## src/rtl/bmr_pkg.sv

```systemverilog
`timescale 1ns/1ps
package bmr_pkg;
  localparam int TT_W = 48;
  localparam int WD_W = 16;

  typedef enum logic [2:0] {
    ST_IDLE, ST_TT1, ST_TT2, ST_DAT, ST_BSW, ST_HDR, ST_TRL
  } seq_t;

  // control bit positions
  localparam int CB_KEEP = 4;
  localparam int CB_BODY = 3;
  localparam int CB_XFLG = 2;
  localparam int CB_CKEN = 1;
  localparam int CB_OFF  = 0;

  function automatic logic [WD_W-1:0] sum16(input logic [WD_W-1:0] a, input logic [WD_W-1:0] b);
    return a + b;
  endfunction

  function automatic logic [WD_W-1:0] pack_status(input logic tmo, input logic bad, input logic ext,
                                                  input logic abrt, input logic fin, input logic [7:0] n);
    return {tmo, bad, ext & abrt, ext & fin, 4'b0000, n};
  endfunction
endpackage

```

## src/rtl/bmr_cfg_reg.sv

```systemverilog
`timescale 1ns/1ps
module bmr_cfg_reg #(
  parameter int CW = 5
) (
  input  logic          clk,
  input  logic          rst_n,
  input  logic          we,
  input  logic [CW-1:0] wdata,
  output logic [CW-1:0] q
);
  always_ff @(posedge clk) begin
    if (!rst_n)  q <= '0;
    else if (we) q <= wdata;
  end

  assert_cfg_hold_R1: assert property (@(posedge clk) disable iff (!rst_n)
    !$past(we) |-> q == $past(q));
endmodule

```

## src/rtl/bmr_timetag.sv

```systemverilog
`timescale 1ns/1ps
module bmr_timetag #(
  parameter int TW = 48
) (
  input  logic          clk,
  input  logic          rst_n,
  output logic [TW-1:0] tt
);
  always_ff @(posedge clk) begin
    if (!rst_n) tt <= '0;
    else        tt <= tt + TW'(1);
  end

  assert_tt_step_R2: assert property (@(posedge clk) disable iff (!rst_n)
    $past(rst_n) |-> tt == $past(tt) + TW'(1));
endmodule

```

## src/rtl/bmr_tmo.sv

```systemverilog
`timescale 1ns/1ps
module bmr_tmo #(
  parameter int LIMIT = 40
) (
  input  logic clk,
  input  logic rst_n,
  input  logic run,
  input  logic kick,
  output logic hit
);
  localparam int CW = (LIMIT > 2) ? $clog2(LIMIT) : 1;
  localparam logic [CW-1:0] LAST = CW'(LIMIT - 1);
  logic [CW-1:0] cnt;

  always_ff @(posedge clk) begin
    if (!rst_n || !run || kick) cnt <= '0;
    else if (cnt != LAST)       cnt <= cnt + CW'(1);
  end

  assign hit = run && (cnt == LAST);

  assert_tmo_quiet_R7: assert property (@(posedge clk) disable iff (!rst_n)
    kick |=> !hit);
endmodule

```

## src/rtl/bm_pkt_rec.sv

```systemverilog
`timescale 1ns/1ps
module bm_pkt_rec
  import bmr_pkg::*;
#(
  parameter int ADDR_W     = 10,
  parameter int START_ADDR = 0,
  parameter int END_ADDR   = 1023,
  parameter int TMO_CYC    = 40
) (
  input  logic              clk,
  input  logic              rst_n,
  input  logic              cfg_we,
  input  logic [4:0]        cfg_wdata,
  output logic [4:0]        cfg_rdata,
  input  logic              word_vld,
  input  logic [15:0]       word_data,
  input  logic              word_ok,
  input  logic              word_first,
  input  logic              word_last,
  input  logic              pkt_final,
  output logic              ram_we,
  output logic [ADDR_W-1:0] ram_addr,
  output logic [15:0]       ram_wdata
);
  localparam logic [ADDR_W-1:0] A_LO = ADDR_W'(START_ADDR);
  localparam logic [ADDR_W-1:0] A_HI = ADDR_W'(END_ADDR);

  function automatic logic [ADDR_W-1:0] adv(input logic [ADDR_W-1:0] a);
    return (a == A_HI) ? A_LO : a + ADDR_W'(1);
  endfunction

  logic [TT_W-1:0] tt;
  logic            tmo_hit;

  bmr_cfg_reg #(.CW(5)) u_cfg (
    .clk(clk), .rst_n(rst_n), .we(cfg_we), .wdata(cfg_wdata), .q(cfg_rdata));

  bmr_timetag #(.TW(TT_W)) u_tt (.clk(clk), .rst_n(rst_n), .tt(tt));

  wire keep_bad = cfg_rdata[CB_KEEP];
  wire body_only = cfg_rdata[CB_BODY];
  wire xflg = cfg_rdata[CB_XFLG];
  wire ck_en = cfg_rdata[CB_CKEN];
  wire rec_en = !cfg_rdata[CB_OFF];

  seq_t              st;
  logic              open_q, fin_pend, last_l, ram_body;
  logic              f_tmo, f_bad, f_abrt, f_fin;
  logic [ADDR_W-1:0] wp, pkt_base, bsw_addr;
  logic [31:0]       tt_hi;
  logic [15:0]       dat_l, cks, bcnt;
  logic [7:0]        wcnt;

  // named events
  wire idle = (st == ST_IDLE);
  wire w_take = idle && rec_en && word_vld;
  wire w_open = w_take && !open_q && word_first && word_ok;
  wire w_more = w_take && open_q && (word_ok || keep_bad);
  wire w_stop = w_take && open_q && !word_ok && !keep_bad;
  wire to_fire = idle && open_q && !w_take && tmo_hit;
  wire fin_go = idle && !w_take && !to_fire && fin_pend;
  wire kick = w_open || w_more;

  bmr_tmo #(.LIMIT(TMO_CYC)) u_tmo (
    .clk(clk), .rst_n(rst_n), .run(open_q), .kick(kick), .hit(tmo_hit));

  always_ff @(posedge clk) begin
    if (!rst_n) begin
      st <= ST_IDLE; open_q <= 1'b0; fin_pend <= 1'b0; last_l <= 1'b0;
      f_tmo <= 1'b0; f_bad <= 1'b0; f_abrt <= 1'b0; f_fin <= 1'b0;
      wp <= adv(A_LO); pkt_base <= A_LO; bsw_addr <= A_LO;
      tt_hi <= '0; dat_l <= '0; cks <= '0; bcnt <= '0; wcnt <= '0;
      ram_we <= 1'b0; ram_body <= 1'b0; ram_addr <= '0; ram_wdata <= '0;
    end else begin
      ram_we   <= 1'b0;
      ram_body <= 1'b0;
      if (ram_we && ram_body) begin
        cks  <= sum16(cks, ram_wdata);
        bcnt <= bcnt + 16'd1;
      end
      fin_pend <= fin_pend | pkt_final;
      case (st)
        ST_IDLE: begin
          if (w_open) begin
            open_q <= 1'b1; bsw_addr <= wp; tt_hi <= tt[47:16];
            dat_l <= word_data; last_l <= word_last; wcnt <= 8'd1;
            f_tmo <= 1'b0; f_bad <= 1'b0; f_abrt <= 1'b0; f_fin <= 1'b0;
            ram_we <= 1'b1; ram_body <= 1'b1; ram_addr <= adv(wp); ram_wdata <= tt[15:0];
            wp <= adv(adv(wp));
            st <= ST_TT1;
          end else if (w_more) begin
            ram_we <= 1'b1; ram_body <= 1'b1; ram_addr <= wp; ram_wdata <= word_data;
            wp <= adv(wp);
            wcnt <= wcnt + 8'd1;
            if (!word_ok) f_bad <= 1'b1;
            if (word_last) st <= ST_BSW;
          end else if (w_stop) begin
            f_bad <= 1'b1; f_abrt <= 1'b1; st <= ST_BSW;
          end else if (to_fire) begin
            f_tmo <= 1'b1; st <= ST_BSW;
          end else if (fin_go) begin
            if (open_q) begin
              f_fin <= 1'b1; st <= ST_BSW;
            end else if (!body_only) begin
              st <= ST_HDR;
            end else begin
              fin_pend <= pkt_final; cks <= '0; bcnt <= '0;
            end
          end
        end
        ST_TT1: begin
          ram_we <= 1'b1; ram_body <= 1'b1; ram_addr <= wp; ram_wdata <= tt_hi[15:0];
          wp <= adv(wp); st <= ST_TT2;
        end
        ST_TT2: begin
          ram_we <= 1'b1; ram_body <= 1'b1; ram_addr <= wp; ram_wdata <= tt_hi[31:16];
          wp <= adv(wp); st <= ST_DAT;
        end
        ST_DAT: begin
          ram_we <= 1'b1; ram_body <= 1'b1; ram_addr <= wp; ram_wdata <= dat_l;
          wp <= adv(wp); st <= last_l ? ST_BSW : ST_IDLE;
        end
        ST_BSW: begin
          ram_we <= 1'b1; ram_body <= 1'b1; ram_addr <= bsw_addr;
          ram_wdata <= pack_status(f_tmo, f_bad, xflg, f_abrt, f_fin, wcnt);
          open_q <= 1'b0; st <= ST_IDLE;
        end
        ST_HDR: begin
          ram_we <= 1'b1; ram_addr <= pkt_base; ram_wdata <= bcnt; st <= ST_TRL;
        end
        ST_TRL: begin
          ram_we <= 1'b1; ram_addr <= wp; ram_wdata <= ck_en ? cks : 16'd0;
          pkt_base <= adv(wp); wp <= adv(adv(wp));
          cks <= '0; bcnt <= '0; fin_pend <= pkt_final;
          st <= ST_IDLE;
        end
        default: st <= ST_IDLE;
      endcase
    end
  end

  assert_addr_range_R13: assert property (@(posedge clk) disable iff (!rst_n)
    ram_we |-> (int'(ram_addr) >= START_ADDR) && (int'(ram_addr) <= END_ADDR));

  assert_stop_drop_R5: assert property (@(posedge clk) disable iff (!rst_n)
    w_stop |=> !ram_we);

  assert_frame_gate_R10: assert property (@(posedge clk) disable iff (!rst_n)
    (ram_we && !ram_body) |-> !$past(body_only));

  assert_open_first_R3: assert property (@(posedge clk) disable iff (!rst_n)
    $rose(open_q) |-> $past(word_first && word_ok && word_vld));
endmodule

```

## config.mk

```make
export PLATFORM = sky130hd
export DESIGN_NAME = bm_pkt_rec
export DESIGN_NICKNAME = d
export VERILOG_FILES = /design/src/rtl/bmr_pkg.sv /design/src/rtl/bmr_cfg_reg.sv /design/src/rtl/bmr_timetag.sv /design/src/rtl/bmr_tmo.sv /design/src/rtl/bm_pkt_rec.sv
export SDC_FILE = /design/constraint.sdc
export NUM_CORES = 1
export LEC_CHECK = 0
export CAP_MARGIN = 20
export CORE_MARGIN = 3
export CORE_UTILIZATION = 44
export CTS_CLUSTER_DIAMETER = 80
export DETAILED_ROUTE_END_ITERATION = 12
export DONT_BUFFER_PORTS = 1
export PLACE_DENSITY = 0.66
export SLEW_MARGIN = 15
export SYNTH_ARGS = -nofsm -noshare
export SYNTH_HDL_FRONTEND = slang
export SYNTH_SLANG_ARGS = --single-unit
```

## constraint.sdc

```tcl
create_clock -name clk -period 3 [get_ports clk]
set_input_delay 0.45 -clock clk [delete_from_list [all_inputs] [get_ports clk]]
set_output_delay 0.45 -clock clk [all_outputs]
set_load 0.02 [all_outputs]
```

Word-level counts from Yosys, hierarchy flattened

Cells that the tools add are included.

Shifts and indexed selects: 0
Muxes and demuxes: 72
Order comparisons: 0
Divide/modulo/power cells: 0
Equality and inequality tests: 19
Reduce and logical (&&, ||, !) cells: 54
$mul: 0
Bitwise gates (word level): 3
$add $sub $neg: 7

Operators with widths:

| kind                                                            | number |
|---|---|
| 16-bit 2-to-1 mux                                               | 19 |
| 16-bit case mux with 7 select lines                             | 1 |
| 16-bit case mux with 2 select lines                             | 2 |
| 10-bit 2-to-1 mux                                               | 6 |
| 48-bit by 1-bit adder with 48-bit output, second input constant | 1 |
| 10-bit case mux with 4 select lines                             | 1 |
| 10-bit case mux with 3 select lines                             | 1 |
| 3-bit 2-to-1 mux                                                | 9 |
| 1-bit 2-to-1 mux                                                | 26 |
| 10-bit by 1-bit adder with 10-bit output, second input constant | 2 |
| 10-bit equality test, second input constant                     | 2 |
| 1-bit logical AND                                               | 17 |
| 16-bit by 1-bit adder with 16-bit output, second input constant | 1 |
| 16-bit adder                                                    | 1 |
| 8-bit 2-to-1 mux                                                | 2 |
| 3-bit case mux with 5 select lines                              | 1 |
| 2-bit AND reduction                                             | 6 |
| 2-bit nonzero test                                              | 6 |
| 3-bit equality test, second input constant                      | 3 |
| 3-bit AND reduction                                             | 3 |
| 8-bit by 1-bit adder with 8-bit output, second input constant   | 1 |
| 1-bit case mux with 2 select lines                              | 4 |
| 4-bit OR reduction                                              | 2 |
| 1-bit logical NOT                                               | 7 |
| 23 further kinds                                                | 31 |

Output and inout port bits: 32
Flip-flop bits (word level): 215
Bits in latches: 0
Bits in read-only memories: 0
Memories: 0
Bits of input ports: 29
Bits in writable memories: 0

Logic depth before layout (Yosys ltp)

Gate-level depths: netlist (run 1).

Depth in word-level cells: 15
Mapped depth: 9
Gate-level depth less buffers: 9

By module

A second synthesis (run 1) with hierarchy kept.

Cells, all modules: 1442
Area total of the unflattened synthesis: 11158.2 µm²

By module, submodules not included:

| module      | cells each | seq. area each (µm²) | instances | area each (µm²) |
|---|---|---|---|---|
| bm_pkt_rec  | 1141       | 3123.0               | 1         | 8481.9 |
| bmr_timetag | 255        | 960.9                | 1         | 2203.4 |
| bmr_tmo     | 30         | 120.1                | 1         | 280.3 |
| bmr_cfg_reg | 16         | 100.1                | 1         | 192.7 |

Least setup slack after synthesis (run 1)

Ideal clock, no wire load.

Kind: register to register
From: register ram_wdata[8]
To: register cks[15]
Arrival time: 2.363 ns
Period minus slack after synthesis: 2.433 ns
Stages on the path, launching flop included: 9
Slack: 0.567 ns
Cells stage by stage: dfxtp_1 ha_1 a21o_1 a2111oi_4 a21boi_2 o21ai_2 and3_4 or4_1 a21oi_1

Cells in the longest elaborated chain, start to end: 10

Ends and longest elaborated chain:

| what                                  | RTL line          | source |
|---|---|---|
| from (decl)                           | bm_pkt_rec.sv:23  | `output logic [15:0] ram_wdata` |
| from (signal assigned)                | bm_pkt_rec.sv:125 | `ram_wdata <= pack_status(f_tmo, f_bad, xflg, f_abrt, f_fin, wcnt);` |
| 16-bit adder *                        | bmr_pkg.sv:18     | `return a + b;` |
| 16-bit 2-to-1 mux *                   | bm_pkt_rec.sv:77  | `if (ram_we && ram_body) begin` |
| 16-bit 2-to-1 mux                     | bm_pkt_rec.sv:104 | `end else if (!body_only) begin` |
| 16-bit 2-to-1 mux                     | bm_pkt_rec.sv:102 | `if (open_q) begin` |
| 16-bit 2-to-1 mux                     | bm_pkt_rec.sv:101 | `end else if (fin_go) begin` |
| 16-bit 2-to-1 mux                     | bm_pkt_rec.sv:99  | `end else if (to_fire) begin` |
| 16-bit 2-to-1 mux                     | bm_pkt_rec.sv:97  | `end else if (w_stop) begin` |
| 16-bit 2-to-1 mux                     | bm_pkt_rec.sv:91  | `end else if (w_more) begin` |
| 16-bit 2-to-1 mux                     | bm_pkt_rec.sv:84  | `if (w_open) begin` |
| 16-bit case mux with 2 select lines * | bm_pkt_rec.sv:82  | `case (st)` |
| to (signal assigned)                  | bm_pkt_rec.sv:78  | `cks <= sum16(cks, ram_wdata);` |
| to (decl)                             | bm_pkt_rec.sv:51  | `logic [15:0] dat_l, cks, bcnt;` |

Every way passes the cells marked *; elsewhere a longest branch is shown, timed or not.
A chain may end at the register's enable or synchronous reset.

Final worst setup path (run 1)

From: register wp[0]
To: register wp[6]

Cells in the longest elaborated chain, start to end: 6

Ends and longest elaborated chain:

| what                                                                             | RTL line          | source |
|---|---|---|
| from (decl)                                                                      | bm_pkt_rec.sv:49  | `logic [ADDR_W-1:0] wp, pkt_base, bsw_addr;` |
| from (signal assigned)                                                           | bm_pkt_rec.sv:89  | `wp <= adv(adv(wp));` |
| from (signal assigned)                                                           | bm_pkt_rec.sv:93  | `wp <= adv(wp);` |
| from (signal assigned)                                                           | bm_pkt_rec.sv:121 | `wp <= adv(wp); st <= last_l ? ST_BSW : ST_IDLE;` |
| 10-bit by 1-bit adder with 10-bit output or 10-bit equality test (tied branches) | bm_pkt_rec.sv:29  | `return (a == A_HI) ? A_LO : a + ADDR_W'(1);` |
| 10-bit 2-to-1 mux *                                                              | bm_pkt_rec.sv:29  |  |
| 10-bit by 1-bit adder with 10-bit output or 10-bit equality test (tied branches) | bm_pkt_rec.sv:29  |  |
| 10-bit 2-to-1 mux                                                                | bm_pkt_rec.sv:29  |  |
| 10-bit 2-to-1 mux                                                                | bm_pkt_rec.sv:84  |  |
| 10-bit case mux with 3 select lines *                                            | bm_pkt_rec.sv:82  |  |

Every way passes the cells marked *; elsewhere a longest branch is shown, timed or not. The select of a mux whose other input is x is not followed.

==> results of run 1 <==
[layer usage]
metal / vias to the layer above / part of all wire / track usage
met2: 306 / 0.42 / 0.3405
met3: 68 / 0.087 / 0.06020
met1: 4512 / 0.46 / 0.3246
met5: - / 0 / 0
met4: 0 / 0.032 / 0.07244
li1: 4752 / - / -
[cell type report]
class	count	area (um2)	area share
clock buffer	39	728.2	0.05971
clock inverter	4	26.28	0.002155
inverter	13	48.80	0.004001
multi-input combinational	1058	6369	0.5222
sequential	215	4305	0.3530
tap	324	405.4	0.03324
timing repair buffer	40	312.8	0.02565
[registers in the layout, summed over array words and instances, names as in the netlist, 3 cells and up]
name and cells:
cks 16, u_tmo.cnt 6, tt_hi 32, u_cfg.q 5, ram_wdata 16, bcnt 16, ram_addr 10, wp 10
wcnt 8, dat_l 16, st 3, bsw_addr 10, u_tt.tt 48, pkt_base 10
[power groups by stage]
stage	logic (mW)	registers, mW	clock network [mW]
global route	3.26	3.63	3.01
detailed placement	2.93	3.65	0
global placement	2.91	3.64	0
floorplan	2.07	3.49	0
finish	3.00	3.59	2.85
CTS	2.95	3.59	2.90
[cells in the mapped netlist (4+ instances only)]
| master | count |
|---|---|
| a2111oi_0 | 5 |
| a22oi_1 | 5 |
| xor2_1 | 35 |
| nor3_1 | 17 |
| and3_1 | 14 |
| o22ai_1 | 7 |
| nor2b_1 | 18 |
| nand2b_1 | 9 |
| dfxtp_1 | 215 |
| o21a_1 | 8 |
| nand4_1 | 16 |
| and2_1 | 48 |
| nor4_1 | 4 |
| inv_1 | 12 |
| o221ai_1 | 7 |
| a21oi_1 | 91 |
| xnor2_1 | 48 |
| o211a_1 | 11 |
| a31oi_1 | 12 |
| mux2_2 | 9 |
| mux2i_1 | 27 |
| nor2_1 | 109 |
| buf_1 | 12 |
| a21boi_0 | 72 |
| a211oi_1 | 13 |
| nand3_1 | 52 |
| o211ai_1 | 6 |
| a221oi_1 | 7 |
| a21o_1 | 5 |
| or3_1 | 7 |
| clkbuf_1 | 59 |
| o21ai_0 | 52 |
| o31ai_1 | 4 |
| nand2_1 | 258 |
| buf_2 | 16 |
| ha_1 | 21 |
| and4_1 | 10 |
| nor3b_1 | 10 |
[cells by family after synthesis]
family,after synthesis,synth area share
AND/OR/NAND/NOR,589,0.2522
AO/OA/AOI/OAI,328,0.1977
flip-flops,215,0.3894
buffers and inverters,100,0.03577
XOR/XNOR,83,0.06576
multiplexers,36,0.03362
adder cells (fa/ha/maj),22,0.02558
[worst min-delay path by stage]
stage | from | to | depth (start not counted)
finish | rst_n | ram_wdata[13] | 1
global placement | dat_l[9] | dat_l[9] | 2
floorplan | f_fin | f_fin | 2
detailed placement | u_tt.tt[42] | tt_hi[26] | 2
CTS | rst_n | wp[0] | 1
global route | rst_n | ram_wdata[13] | 1
[metrics by stage]
stage,worst slack [ns],utilization,hold slack [ns]
final,0.3100,0.4971,0.05398
after global routing,0.1333,0.4971,0.04851
after CTS,0.3590,0.4971,0.04146
after detailed placement,0.3738,0.4663,0.4545
after global placement,0.4358,0.4663,0.4479
after floorplan,0.5668,-,0.4319
==> results by group, run 1 <==
Logic synthesis
  • Post-synth EDFFs: 0
  • Area contributors post-synth: dfxtp_1 (39%), nand2_1 (8.8%), a21boi_0 (4.9%)
  • Synth async-reset ratio: 0
  • Syn avg cell area: 8.051 um2
  • Synth cell types: 66
  • Mapped Area: 11,050 um2
  • Post-synthesis register bit count: 215
  • Mapped Cells: 1,373
  • Seq/Total Area, Yosys: 0.3894
  • Yosys top cell by area: dfxtp_1
  • Yosys warns: 0
  • Prevailing post-synth register cell: dfxtp_1
  • Top cell type's share of synthesized area: 0.3894
  • Post-synth net total: 1,424

Finish
  • Final instance area: 12,200 um2
  • Final net count: 1,404
  • Layout area overhead: 10.32%
  • Antenna Cells: 0
  • Filler cells: 2,392
  • Layout cells sized above 1: 0.07378
  • Commonest non-fill, non-tap cell in the layout: nand2_1
  • Non-Filler Instances: 1,693
  • Commonest non-fill, non-tap cells in the layout: nand2_1 (258), dfxtp_1 (214), nor2_1 (109), a21oi_1 (91), a21boi_0 (72)

Setup path
  • Crit-path max FO: 14
  • Crit-path max cell delay: 0.60 ns
  • RR Endpoint: wp[6]
  • Crit path max-delay cell type: dfxtp_1
  • Most frequent CP cell: o21a_1
  • Worst-path cell chain: ha_1, nand3_1, o21a_1, o21a_1, o211ai_1, mux2_2, o22ai_1, a21oi_1
  • Reg2Reg Depth: 8
  • Critical path class: flop to flop
  • CP Capture Type: flop
  • Path length in cells of the critical path: 8
  • CP arrival: 3.09 ns
  • Critical path origin: wp[0]
  • FF-to-FF Start: wp[0]
  • Worst setup path endpoint: wp[6]
  • Cell family with most CP delay: compound AO/OA/AOI/OAI gates
  • CP bufs+invs: 0
  • Worst endpoint required time: 3.40 ns
  • Critical Path Source Type: flop
  • Reg-to-reg slack, setup: 0.31 ns

Routing
  • # DRC: 0
  • DRT iter0 DRCs: 766
  • Drt wl/cell: 18.64 um
  • Via Count: 9,638
  • Routed WL: 31,550 um
  • DR pass1 iterations: 5
  • Vias/cell: 5.693
  • Post-DRT Antenna Nets: 0

Pwr
  • Logic pwr share: 0.318
  • Final Power: 9.436 mW
  • Maximum VDD drop: 0.3935 mV
  • Sw frac: 0.3834
  • Clock Power Share: 0.302
  • Pwr/cell area: 773.7 nW/um2
  • Pleak: 4.504 nW
  • Switch Pwr: 3.618 mW
  • P_int: 5.818 mW
  • Reg power frac: 0.380

STA
  • Max Slew Vio Count: 0
  • Crit share post-route: 0.8967
  • Fmax: 0.3718 GHz
  • Slew margin rel.: 0.4848
  • Setup violations, final: 0
  • Worst slew pin tran: 0.7676 ns
  • Final Critical Period: 2.690 ns
  • RSZ-0062 raised after global routing: false
  • TNS Setup: 0 ns
  • Setup Skew: 0.01820 ns
  • Final hold vios: 0

GRT
  • Remaining Overflow, GRT: 0
  • Vias in the first global route: 8,937
  • First-pass GRT wire length: 49,360 um
  • Initial antenna violation count: 0
  • Total GRT Usage: 0.2292
  • Pin count of the biggest net entering global routing: 176

CTS
  • Clock Path Buffers: 3
  • # clock sinks: 215
  • Num CTS Buffers: 25
  • Clk_lat worst skew: 0.52 ns
  • CTS tree: done
  • CTS clock-pin slew for the worst setup and hold paths: 0.06 ns
  • Post-CTS sizing: 0
  • H-tree level count: 1
  • # hold bufs at CTS: 0
  • Clk root buf: clkbuf_16
  • Setup bufs post-CTS: 0

Die
  • IO Count: 61
  • Die area: 27,060 um2
  • Die H: 164.5 um
  • Core Area: 24,530 um2
  • Initial Util: 0.4506
  • # rows: 57
  • Die width: 164.5 um

Placement
  • PortBufs: 0
  • Detail Placement HPWL: 22,620 um
  • Gpl congestion: 0.9401
  • Placed insts: 1,650
  • Area post-placement: 11,440 um2

Run
  • Max-cap violations: 0

Status
  • Run status: finished clean

Min path
  • Worst min path class: primary input to flop
Power figures use the tool's default switching activity.
==> run 2: changes to the inputs <==
--- a/config.mk
+++ b/config.mk
@@ -15,4 +15,5 @@
 export SLEW_MARGIN = 15
 export SYNTH_ARGS = -nofsm -noshare
 export SYNTH_HDL_FRONTEND = slang
+export SYNTH_HIERARCHICAL = 1
 export SYNTH_SLANG_ARGS = --single-unit
==> run 2 against run 1 <==
Compared with the run above:
- sequential power fell by 1%
- non-clock buffer count fell by 5
- synthesized area rose by 0.94%
- highest routed layer unchanged
==> results by group, run 2 <==
Die
  • Die width: 165.2 um
  • IO Count: 61
  • Initial Util: 0.4535
  • # rows: 57
  • Die H: 165.2 um
  • Core Area: 24,600 um2
  • Die area: 27,310 um2

Routing
  • DRT iter0 DRCs: 962
  • # DRC: 0
  • Vias/cell: 5.877
  • Drt wl/cell: 18.82 um
  • DR pass1 iterations: 6
  • Routed WL: 32,920 um
  • Post-DRT Antenna Nets: 0
  • Via Count: 10,280

CTS
  • Setup bufs post-CTS: 0
  • Num CTS Buffers: 24
  • Clk_lat worst skew: 0.51 ns
  • Clock Path Buffers: 3
  • CTS tree: done
  • CTS clock-pin slew for the worst setup and hold paths: 0.06 ns
  • Clk root buf: clkbuf_16
  • # clock sinks: 215
  • H-tree level count: 1

Run
  • Max-cap violations: 0

Placement
  • Detail Placement HPWL: 23,020 um
  • Placed insts: 1,705
  • Gpl congestion: 0.9091
  • PortBufs: 0

Status
  • Run status: finished clean

Min path
  • Hold Path Cell Cnt: 1
  • Hold_sp: rst_n
  • Worst min path class: primary input to flop
  • Hold endpoint: wp[0]

Finish
  • Filler cells: 2,365
  • Top Registers: u_tt/tt x48, tt_hi x32
  • Layout cells sized above 1: 0.07368
  • Antenna Cells: 0
  • Non-Filler Instances: 1,749
  • Reg with most FFs: u_tt/tt
  • Commonest non-fill, non-tap cell in the layout: nand2_1
  • Commonest non-fill, non-tap cells in the layout: nand2_1 (262), dfxtp_1 (213), a21oi_1 (175), nor2_1 (138), o21ai_0 (67)
  • Footprint of the multi-input gates: 6379 um2
  • Layout area overhead: 11.02%
  • Final net count: 1,458
  • Reg area: 4307 um2
  • Max reg flops: 48

STA
  • Crit share post-route: 0.9043
  • Final Critical Period: 2.713 ns
  • TNS Setup: 0 ns
  • Max Slew Vio Count: 0
  • Setup violations, final: 0
  • Final hold vios: 0
  • Worst slew pin tran: 0.8317 ns
  • Fmax: 0.3686 GHz
  • Setup Skew: 0.01063 ns
  • Slew margin rel.: 0.4455
  • Final hold slack: 0.05440 ns
  • RSZ-0062 raised after global routing: false

Setup path
  • FF-to-FF Start: ram_wdata[0]
  • RR Endpoint: cks[12]
  • Crit-path max FO: 3
  • Critical Path Source Type: flop
  • Critical path class: flop to flop
  • Reg-to-reg slack, setup: 0.29 ns
  • Crit path max-delay cell type: fa_1
  • CP Capture Type: flop
  • Worst-path cell chain: ha_1, fa_1, a21o_1, a2111oi_2, o21ai_0, buf_4, a2111o_1, o211ai_1, a21oi_1
  • Crit-path max cell delay: 0.42 ns
  • CP arrival: 3.09 ns
  • Reg2Reg Depth: 9
  • Worst endpoint required time: 3.38 ns

Pwr
  • Clock Power Share: 0.348
  • Pleak: 4.344 nW
  • Maximum VDD drop: 0.5934 mV
  • Sw frac: 0.3610
  • P_int: 6.198 mW
  • Reg power frac: 0.366
  • Pwr/cell area: 782.9 nW/um2
  • Logic pwr share: 0.286
  • Switch Pwr: 3.501 mW

Logic synthesis
  • Prevailing post-synth register cell: dfxtp_1
  • Post-synth net total: 1,493
  • Top cell type's share of synthesized area: 0.3857
  • Yosys warns: 6
  • Yosys top cell by area: dfxtp_1
  • Post-synthesis register bit count: 215
  • Syn avg cell area: 7.738 um2
  • Post-synth EDFFs: 0
  • Top-count cell post-synth: nand2_1
  • Area contributors post-synth: dfxtp_1 (39%), nand2_1 (8.8%), a21oi_1 (7.8%)
  • Synth cell types: 75
  • Mapped Cells: 1,442
  • Mapped Area: 11,160 um2
  • Synth async-reset ratio: 0
  • Seq/Total Area, Yosys: 0.3857
  • Synth top cells by count: nand2_1 (262), dfxtp_1 (215), a21oi_1 (175)

GRT
  • Pin count of the biggest net entering global routing: 80
  • Remaining Overflow, GRT: 0
  • First-pass GRT wire length: 52,070 um
  • Total GRT Usage: 0.2371
  • Initial antenna violation count: 0
  • Vias in the first global route: 9,383
[run 2: cell types whose count changed in the layout (fill, tap and decap cells not counted), moves of 18 or more]
cell,previous run,this run
nand4_1,16,34
and2_1,48,12
xnor2_1,48,26
a21boi_0,72,3
nor2_1,109,138
a21oi_1,91,175
[run 2: repair_timing]
item                                    in CTS  in global routing
endpoints found under the setup margin       0                  3
gates resized for setup                      0                  1
hold buffers                                 0                  0
[run 2: power groups by stage]
stage	registers [mW]	clock network (mW)	logic [mW]
finish	3.55	3.38	2.77
global route	3.59	3.55	3.07
CTS	3.55	3.42	2.74
detailed placement	3.61	0	2.73
global placement	3.61	0	2.71
floorplan	3.48	0	2.07
[run 2: cells by family (layout without fill, tap and decap cells)]
family | count (synthesis) | count (layout) | share of synthesized area
XOR/XNOR | 76 | 76 | 0.05965
adder cells (fa/ha/maj) | 22 | 22 | 0.02534
AO/OA/AOI/OAI | 378 | 378 | 0.2051
AND/OR/NAND/NOR | 603 | 603 | 0.2511
flip-flops | 215 | 215 | 0.3857
multiplexers | 32 | 32 | 0.02882
buffers and inverters | 116 | 99 | 0.04429
[run 2: how the worst max path moves through the flow]
stage,startpoint,slack [ns],to
2_1_floorplan,ram_wdata[0],0.42,cks[14]
3_3_place_gp,ram_wdata[0],0.38,cks[12]
3_5_place_dp,wp[0],0.25,wp[9]
4_1_cts,wp[0],0.24,wp[9]
5_1_grt,wp[0],0.14,wp[5]
6_report,ram_wdata[0],0.29,cks[12]
[run 2: layout make-up]
class,instances,area share
well taps,324,0.03272
flip-flops and latches,215,0.3476
repair buffers,35,0.02424
multi-input cells,1111,0.5149
clock inverters,17,0.02172
inverters,20,0.006060
clock buffers,27,0.05272
[run 2: metrics by stage]
stage               area (um2)  power, mW  setup WS, ns  utilization
global placement         11460      6.314        0.3775       0.4657
CTS                      12380      9.711        0.2399       0.5031
finish                   12390      9.699        0.2870       0.5035
floorplan                11160      5.549        0.4237            -
detailed placement       11460      6.339        0.2527       0.4657
global route             12390      10.20        0.1374       0.5035
[run 2: layer usage]
layer	track usage	share of wire
met1	0.3467	0.46
met3	0.05712	0.096
met2	0.3520	0.42
met5	0	0
met4	0.05452	0.018
[run 2: critical path: cells and delay by family (launching register included)]
kind	cells	cell delay (ns)
AO/OA/AOI/OAI	6	1.31
buffers and inverters	1	0.18
flip-flops	1	0.39
adder cells (fa/ha/maj)	2	0.70
==> run 3: changes to the inputs <==
--- a/config.mk
+++ b/config.mk
@@ -7,13 +7,12 @@
 export LEC_CHECK = 0
 export CAP_MARGIN = 20
 export CORE_MARGIN = 3
-export CORE_UTILIZATION = 44
+export CORE_UTILIZATION = 30
 export CTS_CLUSTER_DIAMETER = 80
 export DETAILED_ROUTE_END_ITERATION = 12
 export DONT_BUFFER_PORTS = 1
-export PLACE_DENSITY = 0.66
+export PLACE_DENSITY = 0.51
 export SLEW_MARGIN = 15
 export SYNTH_ARGS = -nofsm -noshare
 export SYNTH_HDL_FRONTEND = slang
-export SYNTH_HIERARCHICAL = 1
 export SYNTH_SLANG_ARGS = --single-unit
==> run 3 against run 2 <==
Compared with the run above:
- count of clock-buffer cells in the layout grew 12
- sequential power grew 1%
- global-route usage fell by 6.5 points
- final cell count increased by 4.7%
- utilization down 16 points
- setup slack better by 0.075 ns
- first-iteration DRC count fell by 11%
- critical endpoint is now wp[7]
==> results by group, run 3 (same netlist as run 1, synthesis figures left out) <==
Status
  • Run status: finished clean

Finish
  • Final net count: 1,405
  • Commonest non-fill, non-tap cell in the layout: nand2_1
  • Final instance area: 12,480 um2
  • Max reg flops: 48
  • Non-Filler Instances: 1,832
  • Reg area: 4305 um2
  • Filler cells: 3,765
  • Antenna Cells: 0
  • Layout area overhead: 12.87%
  • Commonest non-fill, non-tap cells in the layout: nand2_1 (258), dfxtp_1 (214), nor2_1 (109), a21oi_1 (91), a21boi_0 (72)
  • Layout cells sized above 1: 0.07877
  • Top Registers: u_tt.tt x48, tt_hi x32
  • Footprint of the multi-input gates: 6372 um2
  • Reg with most FFs: u_tt.tt

CTS
  • Setup bufs post-CTS: 0
  • CTS tree: done
  • # hold bufs at CTS: 0
  • Clock Path Buffers: 3
  • H-tree level count: 1
  • Num CTS Buffers: 27
  • Post-CTS sizing: 0
  • Clk root buf: clkbuf_16
  • Clk_lat worst skew: 0.53 ns
  • CTS clock-pin slew for the worst setup and hold paths: 0.06 ns
  • # clock sinks: 215

Placement
  • Detail Placement HPWL: 24,550 um
  • Area post-placement: 11,610 um2
  • PortBufs: 0
  • Placed insts: 1,786
  • Gpl congestion: 0.9370

STA
  • Fmax: 0.3791 GHz
  • RSZ-0062 raised after global routing: false
  • Crit share post-route: 0.8793
  • TNS Setup: 0 ns
  • Final Critical Period: 2.638 ns
  • Setup violations, final: 0
  • Setup Skew: 0.01583 ns
  • Max Slew Vio Count: 0
  • Final hold vios: 0
  • Worst slew pin tran: 1.043 ns
  • Slew margin rel.: 0.3022

Pwr
  • Reg power frac: 0.367
  • P_int: 6.065 mW
  • Maximum VDD drop: 0.3530 mV
  • Clock Power Share: 0.325
  • Pleak: 4.567 nW
  • Switch Pwr: 3.743 mW
  • Logic pwr share: 0.309
  • Sw frac: 0.3816
  • Pwr/cell area: 786.0 nW/um2

Setup path
  • FF-to-FF Start: wp[0]
  • CP Capture Type: flop
  • Worst-path cell chain: ha_1, buf_4, nand3b_1, a21boi_0, o211ai_1, nor2_1, a311oi_1, a311o_1
  • CP arrival: 3.06 ns
  • Worst endpoint required time: 3.42 ns
  • Crit path max-delay cell type: dfxtp_1
  • Reg2Reg Depth: 8
  • RR Endpoint: wp[7]
  • Crit-path max cell delay: 0.67 ns
  • Critical Path Source Type: flop
  • Crit-path max FO: 14
  • Critical path class: flop to flop
  • Reg-to-reg slack, setup: 0.36 ns

Routing
  • # DRC: 0
  • DR pass1 iterations: 5
  • DRT iter0 DRCs: 854
  • Vias/cell: 5.220
  • Routed WL: 34,140 um
  • Post-DRT Antenna Nets: 0
  • Via Count: 9,563
  • Drt wl/cell: 18.64 um

GRT
  • First-pass GRT wire length: 53,390 um
  • Remaining Overflow, GRT: 0
  • Pin count of the biggest net entering global routing: 176
  • Total GRT Usage: 0.1718
  • Initial antenna violation count: 0
  • Vias in the first global route: 9,036

Die
  • Die area: 39,190 um2
  • Die width: 198.0 um
  • Core Area: 35,910 um2
  • Die H: 198.0 um
  • IO Count: 61
  • Initial Util: 0.3078
  • # rows: 69

Run
  • Max-cap violations: 0

Min path
  • Hold Path Cell Cnt: 1
  • Hold endpoint: fin_pend
  • Hold_sp: pkt_final
  • Worst min path class: primary input to flop
[run 3: worst max-delay path: cells and delay by family (launching register included)]
kind | cells | cell delay, ns
AOI/OAI and AO/OA | 4 | 1.03
adders and majority gates | 1 | 0.28
buffers and inverters | 1 | 0.20
DFF | 1 | 0.67
and+or+nand+nor | 2 | 0.35
[run 3: worst max-delay path by stage]
stage	slack, ns	start	cells past startpoint	endpoint
3_3_place_gp	0.42	wp[0]	8	wp[7]
5_1_grt	0.17	wp[0]	8	wp[6]
2_1_floorplan	0.57	ram_wdata[8]	8	cks[15]
6_report	0.36	wp[0]	8	wp[7]
3_5_place_dp	0.44	wp[0]	8	wp[7]
4_1_cts	0.42	wp[0]	8	wp[7]
[run 3: power groups by stage]
| stage | Combinational (mW) | Clock, mW | Sequential, mW |
|---|---|---|---|
| final | 3.03 | 3.18 | 3.59 |
| after global routing | 3.33 | 3.36 | 3.63 |
| after CTS | 3.00 | 3.27 | 3.59 |
| after detailed placement | 2.98 | 0 | 3.65 |
| after global placement | 2.98 | 0 | 3.65 |
| after floorplan | 2.07 | 0 | 3.49 |
[run 3: metrics by stage]
step,power [mW],hold slack [ns],utilization,setup slack (ns)
6_report,9.807,0.03928,0.3474,0.3621
3_5_place_dp,6.637,0.4552,0.3232,0.4373
4_1_cts,9.854,0.01541,0.3474,0.4218
2_1_floorplan,5.560,0.4319,-,0.5668
5_1_grt,10.33,0.04138,0.3474,0.1692
3_3_place_gp,6.627,0.4491,0.3232,0.4198
[run 3: layer usage]
metal  track usage  part of all wire  up-vias
met4       0.04404             0.023        0
met3       0.04254             0.079       52
met2        0.2604              0.42      273
met5             0                 0        -
met1        0.2444              0.48     4487
li1              -                 -     4751
[run 3: cell type report]
type                            count  share of cell area
Timing Repair Buffer               39             0.02447
Sequential cell                   215              0.3451
Tap cell                          461             0.04623
Multi-Input combinational cell   1058              0.5107
Clock buffer                       39             0.06418
Clock inverter                      7            0.005415
Inverter                           13            0.003911
